==> src/rtl/alarm_latch_reg.sv <==
module alarm_latch_reg #(
  parameter int NUM_ALARMS = 7
) (
  input  logic                  clk,
  input  logic                  rst_n,
  input  logic [NUM_ALARMS-1:0] alarm_in,
  input  logic [NUM_ALARMS-1:0] irq_mask,
  input  logic                  irq_en,
  input  logic                  wr_en,
  input  logic [NUM_ALARMS:0]   wr_data,
  output logic [NUM_ALARMS:0]   rd_data,
  output logic                  irq_o
);
  localparam int RegW = NUM_ALARMS + 1;

  logic [NUM_ALARMS-1:0] sticky_q;
  logic [NUM_ALARMS-1:0] clr_vec;
  logic [NUM_ALARMS-1:0] sticky_d;

  assign clr_vec  = wr_en ? ~wr_data[NUM_ALARMS-1:0] : '0;
  assign sticky_d = irq_en ? ((sticky_q & ~clr_vec) | alarm_in) : '0;
  assign rd_data  = {1'b0, sticky_q};

  always_ff @(posedge clk) begin
    if (!rst_n) begin
      sticky_q <= '0;
      irq_o    <= 1'b0;
    end else begin
      sticky_q <= sticky_d;
      irq_o    <= irq_en & (|(sticky_q & irq_mask));
    end
  end

  logic unused_w;
  assign unused_w = wr_data[RegW-1];
endmodule


==> config.mk <==
export PLATFORM = sky130hd
export DESIGN_NAME = alarm_latch_reg
export DESIGN_NICKNAME = d
export VERILOG_FILES = /design/src/rtl/alarm_latch_reg.sv
export SDC_FILE = /design/constraint.sdc
export NUM_CORES = 1
export LEC_CHECK = 0
export ABC_AREA = 1
export CAP_MARGIN = 10
export CORE_AREA = 5 5 42 44
export DETAILED_ROUTE_END_ITERATION = 8
export DIE_AREA = 0 0 47 49
export DONT_BUFFER_PORTS = 1
export PLACE_DENSITY = 0.37
export RECOVER_POWER = 50
export SYNTH_ARGS = -nofsm -noshare
export SYNTH_HDL_FRONTEND = slang
export SYNTH_SLANG_ARGS = --single-unit
==> constraint.sdc <==
create_clock -name clk -period 1.59 [get_ports clk]
set_input_delay 0.2385 -clock clk [delete_from_list [all_inputs] [get_ports clk]]
set_output_delay 0.2385 -clock clk [all_outputs]
set_load 0.01 [all_outputs]
# == Word-level counts from Yosys, hierarchy flattened ==
# Index checks and enable logic that the tools add are counted.
# op_classes
shifts,0
order_cmp,0
n_addsub,0
n_reduce_logical,2
mux,1
bitwise_logic,6
mul,0
div_mod_pow,0
eq_ne,0
# op_table
op,count
$and 7x7->7,2
$not 7->7,2
$mux 7,1
$or 7x7->7,1
$reduce_or 7->1,1
$reduce_and 2->1,1
$and 1x1->1,1
# totals
wordCells,11
output_inout_bits,9
memories,0
mem_bits_rw,0
latchBits,0
mem_bits_ro,0
ff_bits,8
in_bits,26

# == Logic depth before layout (Yosys ltp) ==
# Gate-level depths: netlist of the first run.
# depth
depth_word,5
ltp_mapped,4
ltp_nobuf,4

# == Worst setup path before layout of the first run ==
# No wires, ideal clock.
# synth_path
path_type,register -> register
from,register sticky_q[4]
to,register irq_o
t_required_ns,1.520
path_buffers,0
setup_time_ns,0.070
path_stages_with_launch,5
path_slack_ns,0.900
synth_period_minus_slack_ns,0.690
arrival_ns,0.620
path_cell_list,dfxtp_1 > nand2_1 > nand2_1 > nor2_1 > a21oi_1
# synth_between
elab_chain_len,3
# synth_rtl
item,line,text
start: declaration,16,logic [NUM_ALARMS-1:0] sticky_q;
start signal: assignment,29,sticky_q <= sticky_d;
$and 7x7->7,30,irq_o <= irq_en & (|(sticky_q & irq_mask));
$reduce_or 7->1,30,
$and 1x1->1,30,
end signal: assignment,30,
end: declaration,12,output logic irq_o
# Every way passes these cells.
# A chain may end at the register's enable or synchronous reset.

# == Worst setup path in the final report of the first run ==
# layout_path
from,register sticky_q[0]
to,output port rd_data[0]
# layout_lines
item,line,text
end: declaration,11,"output logic [NUM_ALARMS:0] rd_data,"
# No word-level cell between the ends.

==> results.yml, run 1 <==
finish:
  n_fill_cell: 167
  fin_nets: 77
  antenna_cells: 0
  areaGrowthSynthToFinish_pct: 10.65
  drive_gt1_share_pct: 8.163
  multi_input_area_um2: 127.6
  regArea_um2: 160.2
grt:
  overflow: 0
  grt_pass1_vias: 274
  grtUsageTotal_pct: 7.616
  grt_max_degree: 9
  grt_pass1_wl_um: 1138
  antenna_found_initial: 0
logic_synthesis:
  ys_seq_elements: 8
  syn_area_um2: 329.1
  synth_top_area_cell: "dfxtp_1"
  synth_area_leaders: "dfxtp_1 49%, nand2_1 13%, a21oi_1 12%"
  avgSynthCellArea_um2: 7.001
  synth_top_area_share_pct: 48.67
  ys_warn_count: 0
  syn_inst: 47
  seq_area_frac_synth_pct: 48.67
  synth.distinct_cells: 9
  synth_fp_nets: 73
clock_tree:
  cts_buffer_depth: 2
  ctsHoldBuffers: 0
  post_cts_resized: 0
  cts_buffers: 3
  cts_root_buf: "clkbuf_4"
  htree_levels: 1
  cts.sinks: 8
  cts_setup_buffers: 0
  clk_latency_ns: 0.24
  clk_pin_slew_ns: 0.05
  cts_tree: "yes"
critical_path:
  cp.required_ns: 1.35
  worstSetupPathType: "flop to output pin"
  critPathCaptureType: "output pin"
  crit_fanout: 3
  cp-start-kind: "flop"
  cp_data_arrival_time_ns: 0.65
routing:
  drc: 0
  drtAntennaViolNets: 0
  first_pass_iters: 2
  routed_via_density: 4.338
  routed_wl_um: 833
  drtIter0Drc: 1
  vias: 282
  wl_per_cell_um: 12.82
place:
  placement.setup.worst_slack_ns: 0.8155
  place.gp.congestion: 0.6256
  port_buffers: 0
  hpwl_um: 669
power:
  powerDensity_nw_per_um2: 1088
  ir_drop_mv: 0.3127
  p_leak_nw: 0.1807
sta:
  slew_violations: 0
  rsz0062_at_grt: "false"
  skew_ns: 0.0001581
  fin_crit_sh_pct: 55.70
  fin_ws_ns: 0.7043
  max_freq_mhz: 1129
  setup_tns_ns: 0
  hold_viol: 0
  setup_viol: 0
  period_needed_ns: 0.8857
die:
  coreArea_um2: 1401
  die_area_um2: 2303
  io_pins: 35
  die_w_um: 47
  chipHeight_um: 49
  initial_core_util_pct: 23.48
  rows: 14
worst_hold_path:
  min_path_type: "input port to flop"
job:
  max-cap-violations: 0
status:
  status: "finished, final reports clean"
metrics by stage:
step	instances	util (%)	hold WS, ns	power, mW	instance area, um^2
finish	65	25.98	0.1226	0.3963	364.1
floorplan	47	-	0.3725	0.2469	329.1
detailed placement	62	24.38	0.3807	0.2532	341.6
CTS	65	25.98	0.1085	0.4120	364.1
global route	65	25.98	0.1153	0.4250	364.1
global placement	62	24.38	0.3767	0.2530	341.6
synthesized netlist by cell type:
cell type,number
o21ai_0,7
dfxtp_1,8
nand2_1,11
nor2_1,2
a21oi_1,8
inv_2,1
inv_1,8
conb_1,1
buf_4,1
cells in the final DEF, fill, tap and decap left out, drive strengths merged:
cell    instances
nand2          11
inv             9
a21oi           8
dfxtp           8
o21ai           7
clkbuf          3
nor2            2
conb            1
per-layer routing:
metal / GRT usage, % / share of wire (%) / vias to the layer above
met5: 0 / 0 / -
met2: 8.824 / 48 / 15
met3: 3.321 / 9.5 / 2
met1: 8.609 / 40 / 116
li1: - / - / 149
met4: 9.677 / 2.4 / 0
area by class of cell:
cell class,count,area share [%]
Tap cell,16,5.498
Sequential cell,8,43.99
Clock buffer,3,6.186
Inverter,9,9.278
Multi-Input combinational cell,29,35.05
state kept, by name, summed over array words and instances, names as in the netlist:
register and cells:
sticky_q 7, irq_o 1
worst paths after layout:
kind	slack (ns)	end	cells after the start	start
hold reg to reg	0.53	sticky_q[5]	2	sticky_q[5]
setup reg to reg	0.82	irq_o	4	sticky_q[4]
setup / recovery	0.70	rd_data[0]	0	sticky_q[0]
hold / removal	0.12	sticky_q[3]	2	alarm_in[3]
cells by family (layout without fill, tap and decap cells):
logic type      after synthesis  after routing  share of synthesized area, %
buf+inv                      10             12                         12.55
compound gates               15             15                         22.81
flops                         8              8                         48.67
simple gates                 13             13                         14.83
other cells                   1              1                         1.140
report_power, final:
part	internal, mW	switching, mW
sequential	0.211	0.0117
clock	0.0859	0.0623
combinational	0.00905	0.0165
Note: power is estimated with default switching activity, not from simulation.
==> inputs of run 2 (changes only) <==
- clock period: 1.59 -> 0.9 ns (I/O delays scaled with it)
==> run 2 against run 1 <==
Die area stayed put. Hold slack worse by 0.11 ns. Non-clock buffer count is 4 higher. Highest routed layer unchanged. Clock skew is 0.0040 ns higher. Worst setup slack worse by 0.64 ns. Combinational power is 140% higher. Via count is 6.7% higher. Sequential power is 76% higher.
==> results.yml, run 2 (synthesis gave the netlist of run 1 again) <==
place:
  hpwl_um: 662.5
  port_buffers: 0
  place.gp.congestion: 0.6393
routing:
  routed_wl_um: 833
  first_pass_iters: 4
  wl_per_cell_um: 12.07
  routed_via_density: 4.362
  drc: 0
  drtAntennaViolNets: 0
  drtIter0Drc: 5
  vias: 301
finish:
  layout_commonest_cell: "nand2_1"
  drive_gt1_share_pct: 15.09
  most-common-layout-cells: "11 x nand2_1, 8 x inv_1, 8 x a21oi_1"
  fin_nets: 81
  n_fill_cell: 165
  areaGrowthSynthToFinish_pct: 22.05
  post-route-util_pct: 28.66
  reg.largest.list: "sticky_q: 7 flops, irq_o: 1 flops"
  largest_register_ffs: 7
  top_register: "sticky_q"
  antenna_cells: 0
grt:
  grt_pass1_vias: 288
  grt_pass1_wl_um: 1228
  antenna_found_initial: 0
  overflow: 0
  grtUsageTotal_pct: 7.833
  grt_max_degree: 9
clock_tree:
  cts_buffer_depth: 2
  clk_pin_slew_ns: 0.06
  clk_latency_ns: 0.25
  cts_root_buf: "clkbuf_4"
  htree_levels: 1
  cts_setup_buffers: 0
  cts.sinks: 8
  cts_buffers: 3
  cts_tree: "yes"
critical_path:
  path_cells: "buf_4"
  critPathTopFamily: "flip-flops"
  path_buf_inv: 1
  cp-start-kind: "flop"
  crit_fanout: 3
  critPathMaxStageDelay_ns: 0.32
  worstSetupPathType: "flop to output pin"
  worst-r2r-setup-slack_ns: 0.15
  cp_data_arrival_time_ns: 0.71
  cp.required_ns: 0.76
  crit_slowest_cell: "dfxtp_2"
  critPathCaptureType: "output pin"
die:
  rows: 14
  die_w_um: 47
  chipHeight_um: 49
  die_area_um2: 2303
  coreArea_um2: 1401
  initial_core_util_pct: 23.48
  io_pins: 35
power:
  p_leak_nw: 0.2004
  ir_drop_mv: 0.6369
  powerDensity_nw_per_um2: 1796
  finalPower_mw: 0.7214
sta:
  hold_viol: 0
  setup_tns_ns: 0
  skew_ns: 0.004133
  fin_crit_sh_pct: 93.40
  max_freq_mhz: 1190
  setup_viol: 0
  slew_violations: 0
  rsz0062_at_grt: "false"
  period_needed_ns: 0.8406
worst_hold_path:
  min_path_type: "input port to flop"
status:
  status: "finished, final reports clean"
job:
  max-cap-violations: 0
==> run 2: cell count changes in the layout (fill, tap and decap cells not counted) <==
| cell | change |
|---|---|
| buf_4 | +2 |
| dfxtp_1 | -2 |
| dfxtp_2 | +2 |
| dlygate4sd3_1 | +2 |
==> run 2: path summary, 6_finish.rpt <==
check / from / cells past startpoint / endpoint
worst max-delay path: sticky_q[4] / 1 / rd_data[4]
worst min-delay path: alarm_in[4] / 2 / sticky_q[4]
worst max register to register: sticky_q[3] / 4 / irq_o
worst min register to register: sticky_q[5] / 2 / sticky_q[5]
==> run 2: area by class of cell <==
class,count,area [um^2],share of cell area [%]
inverter,9,33.78,8.411
timing repair buffer,4,35.03,8.723
sequential,8,162.7,40.50
multi-input combinational,29,127.6,31.78
clock buffer,3,22.52,5.607
tap,16,20.02,4.984
==> run 2: per-stage QoR <==
| stage | hold slack, ns | setup WS (ns) | std cells | area, um^2 |
|---|---|---|---|---|
| finish | 0.007748 | 0.05943 | 69 | 401.6 |
| global route | 0.0002669 | 0.01768 | 69 | 401.6 |
| CTS | 0.0007345 | 0.02752 | 67 | 379.1 |
| detailed placement | 0.2782 | 0.1392 | 64 | 356.6 |
| global placement | 0.2719 | 0.1424 | 64 | 356.6 |
| floorplan | 0.2690 | 0.2101 | 47 | 329.1 |
==> run 2: power breakdown <==
group          internal [mW]  total [mW]  switching, mW  leakage [nW]
clock                  0.152       0.271          0.118        0.0138
combinational         0.0264      0.0602         0.0337         0.120
sequential             0.373       0.391         0.0178        0.0665
total                  0.552       0.721          0.170         0.200
==> run 2: repair_timing <==
item | in CTS | in global routing
endpoints found under the hold margin | 0 | 2
endpoints found under the setup margin | 0 | 2
resized for setup | 0 | 2
hold buffers | 0 | 2
==> run 2: layer usage <==
metal	routed length, um	track usage, %	vias up	part of all wire, %
li1	-	-	157	-
met1	333	9.071	127	40
met2	404	9.729	15	48
met3	82	3.321	2	9.8
met4	13	8.295	0	1.6
met5	0	0	-	0
